**config.mk**
```make
export PLATFORM = sky130hd
export DESIGN_NAME = databus_bist
export DESIGN_NICKNAME = d
export VERILOG_FILES = /design/src/rtl/databus_bist_pkg.sv /design/src/rtl/databus_bist_patgen.sv /design/src/rtl/databus_bist_seq.sv /design/src/rtl/databus_bist_report.sv /design/src/rtl/databus_bist.sv
export SDC_FILE = /design/constraint.sdc
export NUM_CORES = 1
export LEC_CHECK = 0
export ABC_AREA = 1
export BUFFER_PORTS_ARGS = -buffer_cell sky130_fd_sc_hd__buf_2
export CORE_MARGIN = 1.5
export CORE_UTILIZATION = 53
export CTS_CLUSTER_SIZE = 14
export DETAILED_ROUTE_END_ITERATION = 7
export PLACE_DENSITY = 0.82
export SYNTH_ARGS = -nofsm -noshare
export SYNTH_HDL_FRONTEND = slang
export SYNTH_SLANG_ARGS = --single-unit
```
**constraint.sdc**
```tcl
create_clock -name clk -period 4.2 [get_ports clk]
set_input_delay 0.63 -clock clk [delete_from_list [all_inputs] [get_ports clk]]
set_output_delay 0.63 -clock clk [all_outputs]
set_load 0.02 [all_outputs]
```
**src/rtl/databus_bist_pkg.sv**
```systemverilog
package databus_bist_pkg;

  typedef enum logic [2:0] {
    S_IDLE,
    S_WPAT,
    S_WDEC,
    S_RREQ,
    S_RWAIT
  } seq_state_t;

  // Stripe value of data bit `pos` for stripe width 2**sel.
  function automatic logic stripe_bit(input int sel, input int pos);
    return ((pos >> sel) & 1) != 0;
  endfunction

  // True when a captured read-back differs from the written pattern.
  function automatic logic words_differ(input logic [63:0] a, input logic [63:0] b);
    return a != b;
  endfunction

endpackage

```
**src/rtl/databus_bist_patgen.sv**
```systemverilog
module databus_bist_patgen
  import databus_bist_pkg::*;
#(
  parameter int DW = 64,
  parameter int IW = 4
) (
  input  logic [IW-1:0] idx,
  output logic [DW-1:0] pat
);
  localparam int LW   = $clog2(DW);
  localparam int NPAT = 2 * LW;

  int   sel;
  logic inv;

  always_comb begin
    if (int'(idx) < LW) begin
      sel = int'(idx);
      inv = 1'b0;
    end else begin
      sel = NPAT - 1 - int'(idx);
      inv = 1'b1;
    end
  end

  for (genvar g = 0; g < DW; g++) begin : g_bit
    assign pat[g] = stripe_bit(sel, g) ^ inv;
  end
endmodule

```
**src/rtl/databus_bist_seq.sv**
```systemverilog
module databus_bist_seq
  import databus_bist_pkg::*;
#(
  parameter int AW   = 16,
  parameter int IW   = 4,
  parameter int NPAT = 12
) (
  input  logic            clk,
  input  logic            rst,
  input  logic            start,
  input  logic [AW-1:0]   base_in,
  input  logic            rvalid,
  output seq_state_t      state,
  output logic [IW-1:0]   idx,
  output logic [AW-1:0]   base_q,
  output logic            busy,
  output logic            done,
  output logic            start_acc,
  output logic            cmp_en,
  output logic            last_pat
);
  assign start_acc = start && (state == S_IDLE);
  assign cmp_en    = rvalid && (state == S_RWAIT);
  assign last_pat  = idx == IW'(NPAT - 1);

  always_ff @(posedge clk) begin
    if (rst) begin
      state  <= S_IDLE;
      idx    <= '0;
      base_q <= '0;
      busy   <= 1'b0;
      done   <= 1'b0;
    end else begin
      done <= 1'b0;
      unique case (state)
        S_IDLE: if (start) begin
          state  <= S_WPAT;
          idx    <= '0;
          base_q <= base_in;
          busy   <= 1'b1;
        end
        S_WPAT: state <= S_WDEC;
        S_WDEC: state <= S_RREQ;
        S_RREQ: state <= S_RWAIT;
        S_RWAIT: if (rvalid) begin
          if (last_pat) begin
            state <= S_IDLE;
            busy  <= 1'b0;
            done  <= 1'b1;
          end else begin
            idx   <= idx + 1'b1;
            state <= S_WPAT;
          end
        end
        default: state <= S_IDLE;
      endcase
    end
  end
endmodule

```
**src/rtl/databus_bist_report.sv**
```systemverilog
module databus_bist_report
  import databus_bist_pkg::*;
#(
  parameter int AW = 16,
  parameter int DW = 64
) (
  input  logic          clk,
  input  logic          rst,
  input  logic          clear,
  input  logic          cmp_en,
  input  logic [AW-1:0] addr,
  input  logic [DW-1:0] expect_w,
  input  logic [DW-1:0] actual_w,
  output logic          err_valid,
  output logic [AW-1:0] err_addr,
  output logic [DW-1:0] err_expect,
  output logic [DW-1:0] err_actual,
  output logic          fail
);
  logic mism;
  assign mism = cmp_en && words_differ(64'(expect_w), 64'(actual_w));

  always_ff @(posedge clk) begin
    if (rst) begin
      err_valid  <= 1'b0;
      err_addr   <= '0;
      err_expect <= '0;
      err_actual <= '0;
      fail       <= 1'b0;
    end else begin
      err_valid <= mism;
      if (mism) begin
        err_addr   <= addr;
        err_expect <= expect_w;
        err_actual <= actual_w;
      end
      if (clear)     fail <= 1'b0;
      else if (mism) fail <= 1'b1;
    end
  end
endmodule

```
**src/rtl/databus_bist.sv**
```systemverilog
module databus_bist
  import databus_bist_pkg::*;
#(
  parameter int          AW    = 16,
  parameter int          DW    = 64,
  parameter logic [63:0] DECOY = 64'h0123_4567_89AB_CDEF
) (
  input  logic          clk,
  input  logic          rst,
  input  logic          start,
  input  logic [AW-1:0] base_addr,
  output logic          busy,
  output logic          done,
  output logic          fail,
  output logic          mem_req,
  output logic          mem_we,
  output logic [AW-1:0] mem_addr,
  output logic [DW-1:0] mem_wdata,
  input  logic [DW-1:0] mem_rdata,
  input  logic          mem_rvalid,
  output logic          err_valid,
  output logic [AW-1:0] err_addr,
  output logic [DW-1:0] err_expect,
  output logic [DW-1:0] err_actual
);
  localparam int LW   = $clog2(DW);
  localparam int NPAT = 2 * LW;
  localparam int IW   = $clog2(NPAT);

  seq_state_t    state;
  logic [IW-1:0] idx;
  logic [AW-1:0] base_q;
  logic [DW-1:0] pat;
  logic          start_acc, cmp_en, last_pat;

  // Named internal events, observed by the bound checker.
  logic rd_wait, decoy_phase;
  assign rd_wait     = state == S_RWAIT;
  assign decoy_phase = state == S_WDEC;

  databus_bist_seq #(.AW(AW), .IW(IW), .NPAT(NPAT)) i_seq (
    .clk(clk), .rst(rst), .start(start), .base_in(base_addr), .rvalid(mem_rvalid),
    .state(state), .idx(idx), .base_q(base_q), .busy(busy), .done(done),
    .start_acc(start_acc), .cmp_en(cmp_en), .last_pat(last_pat)
  );

  databus_bist_patgen #(.DW(DW), .IW(IW)) i_pat (.idx(idx), .pat(pat));

  databus_bist_report #(.AW(AW), .DW(DW)) i_rep (
    .clk(clk), .rst(rst), .clear(start_acc), .cmp_en(cmp_en), .addr(base_q),
    .expect_w(pat), .actual_w(mem_rdata), .err_valid(err_valid), .err_addr(err_addr),
    .err_expect(err_expect), .err_actual(err_actual), .fail(fail)
  );

  assign mem_req   = (state == S_WPAT) || decoy_phase || (state == S_RREQ);
  assign mem_we    = state != S_RREQ;
  assign mem_addr  = decoy_phase ? base_q + 1'b1 : base_q;
  assign mem_wdata = decoy_phase ? DECOY[DW-1:0] : pat;
endmodule

```
==> qor.csv <==
metric,value,unit
ys flop type,dfxtp_1,
Async SR Flop Fraction,0,%
CP arrival,4190,ps
synth-to-layout area growth,20.7,%
Overflow after GRT,0,
run status,"complete, no violations",
combinational power share,36.0,%
Reg power frac,32.8,%
IO Port Bufs,313,
starting density of the core,54.0,%
Hold Fails Final Rpt,0,
CTS tree,done,
Setup crit end kind,flop,
max incr delay on CP,470,ps
antenna violations before repair,5,
Ports,314,
Die W,144,um
vias in the first global route,10700,
Cell Int Power,3.22,mW
Synth Register Bits,171,
Post-Route Utilization,65.2,%
RSZ-0062 raised after global routing,false,
cell area after synthesis,10500,um^2
clk_lat worst skew,440,ps
worst vdd ir,332,uV
htree depth,4,
post-route ant nets,0,
WL/cell,16.4,um
Final Critical Period,3860,ps
Layout Skew,9.05,ps
clk slew on worst S/H paths,70,ps
post-DP HPWL,27000,um
Final nets,2052,
static leakage,6.78,nW
number of enable flip-flop cells after synthesis,0,
Sw Pwr,2.15,mW
Mapped Nets,1817,
Synth top area share,32.7,%
CTS root buffer,clkbuf_16,
layout cells sized above 1,20.4,%
Clk pwr share,31.2,%
Finished Cell Area,12600,um^2
DR pass1 iterations,6,
DP Cell Count,2208,
Syn. warnings,0,
Filler cells,1849,
CP bufs+invs,3,
PnR Total Power,5.37,mW
"most used cell, CP",nor2_1,
Worst slew margin,34.6,%
Crit Path Category,flop to flop,
synth top area cells,"dfxtp_1 33%, nand2_1 17%, nand3_1 13%, nor2_1 8.5%, a21oi_1 8.0%",
Total Neg Setup Slack,0,ps
Worst-Margin Slew,979,ps
count of pins over their slew limit,0,
DP Area,12000,um^2
sequential cell area fraction in the yosys report,32.7,%
CP required,4530,ps
core area,19400,um^2
CTS Sinks,171,
crit path cell chain,inv_2 > ha_1 > nand2_2 > nand2_4 > buf_4 > o21ai_1 > or2_2 > nand3_1 > nor2_1 > nand2_1 > nor2_1 > nand3_1 > nor2_1 > nand2_1 > nor2_2 > nand2_8 > buf_4 > a21oi_1 > nor2_1,
row cnt,51,
first-pass GRT wire length,55400,um
gpl congestion,1.05,
CP max stage cell,o21ai_1,
CP top delay family,simple AND/OR/NAND/NOR gates,
crit path max fanout,38,
vias per cell,5.51,
vias post-DR,12400,
distinct cell type count of the synthesized netlist,36,
clock buffer depth,2,
pwr dens,425,nW/um^2
Max Fclk,259,MHz
largest net degree at the start of global routing,162,
Critical Path Start Type,flop,
Post-Syn Instances,1728,
fin cells,2244,
hold crit path type,flop to flop,
"Avg Cell Area, Syn",6.06,um^2
die area,20600,um^2
final setup fails,0,
Max Cap Violations,0,
Yosys top cell by area,dfxtp_1,
period utilization,92.0,%
Sw Share,40.0,%
drt drc,0,
most common cell in the netlist,nand2_1,
Post-Route WL,36700,um
TritonCTS buffer count,17,
synth cell count leaders,"487 x nand2_1, 278 x nand3_1, 237 x nor2_1",
DRT iter0 DRCs,1363,
gr usage total,34.4,%
die height,144,um
==> flip-flops by register name, summed over array words and instances, names as in the netlist <==
| name | flops |
|---|---|
| i_seq.done | 1 |
| i_seq.state | 3 |
| i_rep.err_actual | 64 |
| i_seq.idx | 4 |
| i_seq.busy | 1 |
| i_rep.err_valid | 1 |
| i_seq.base_q | 16 |
| i_rep.err_addr | 16 |
| i_rep.err_expect | 64 |
| i_rep.fail | 1 |
==> power by group through the flow <==
stage	clock network, mW	logic (mW)	registers [mW]
2_1_floorplan	0	1.23	1.83
3_3_place_gp	0	1.88	1.80
3_5_place_dp	0	1.89	1.80
4_1_cts	1.68	1.91	1.76
5_1_grt	1.75	2.11	1.77
6_report	1.67	1.94	1.76
==> metal layers <==
| layer | track usage [%] | vias up | wire length (um) |
|---|---|---|---|
| met4 | 13.9 | 2 | 1290 |
| li1 | - | 6045 | - |
| met2 | 54.9 | 646 | 16600 |
| met3 | 7.40 | 96 | 3730 |
| met1 | 45.3 | 5575 | 15100 |
| met5 | 0 | - | 10 |
==> layout make-up <==
| cell class | instances | area, um^2 | area share [%] |
|---|---|---|---|
| multi-input combinational | 1306 | 5960 | 47.2 |
| inverter | 131 | 494 | 3.91 |
| antenna | 4 | 10.0 | 0.0792 |
| clock buffer | 18 | 429 | 3.39 |
| tap | 265 | 332 | 2.62 |
| clock inverter | 13 | 178 | 1.41 |
| timing repair buffer | 336 | 1810 | 14.4 |
| sequential | 171 | 3420 | 27.1 |
==> final timing paths <==
check                     from              endpoint  slack [ps]  depth (start not counted)
hold reg to reg     i_rep.fail            i_rep.fail         470                          2
hold / removal      i_rep.fail            i_rep.fail         470                          2
setup reg to reg  i_seq.idx[3]  i_rep.err_expect[60]         340                         19
setup / recovery  i_seq.idx[3]  i_rep.err_expect[60]         340                         19
==> cells in the final DEF (no fill, tap or decap), types with 8 or more instances in the layout <==
| master | Yosys | final |
|---|---|---|
| nand3_1 | 278 | 277 |
| o21ai_0 | 28 | 28 |
| inv_2 | 9 | 8 |
| nand2_2 | 13 | 11 |
| dfxtp_1 | 171 | 171 |
| xor2_1 | 20 | 20 |
| clkbuf_16 | 0 | 17 |
| nand4_1 | 23 | 23 |
| a21oi_1 | 168 | 168 |
| nor2_1 | 237 | 235 |
| nand2_1 | 487 | 486 |
| buf_2 | 25 | 313 |
| nand3b_1 | 8 | 8 |
| nor3_1 | 8 | 8 |
| buf_4 | 5 | 17 |
| inv_1 | 120 | 120 |
==> worst register-to-register path: cells and delay by family (launching register included) <==
family	cells	cell delay, ps
fa+ha+maj	1	240
flops	1	450
compound gates	2	660
buf+inv	3	770
simple gates	13	1650
==> logic make-up after synthesis <==
| kind of cell | count (synthesis) | share of synthesized area, % |
|---|---|---|
| AO/OA/AOI/OAI | 215 | 10.7 |
| XOR/XNOR | 21 | 1.89 |
| adder cells (fa/ha/maj) | 5 | 0.597 |
| buffers and inverters | 251 | 10.9 |
| flip-flops | 171 | 32.7 |
| AND/OR/NAND/NOR | 1065 | 43.3 |
==> per-stage QoR <==
| step | hold WS, ps | worst slack (ps) |
|---|---|---|
| final | 466 | 336 |
| after global routing | 481 | 42.6 |
| after CTS | 459 | 245 |
| after detailed placement | 457 | 255 |
| after global placement | 436 | 360 |
| after floorplan | 456 | 1050 |
==> timing repair <==
item	CTS	global route
endpoints found under the setup margin	0	140
gates resized for setup	0	6
setup buffers	0	1
hold buffers	0	0
Note: power is estimated with default switching activity, not from simulation.
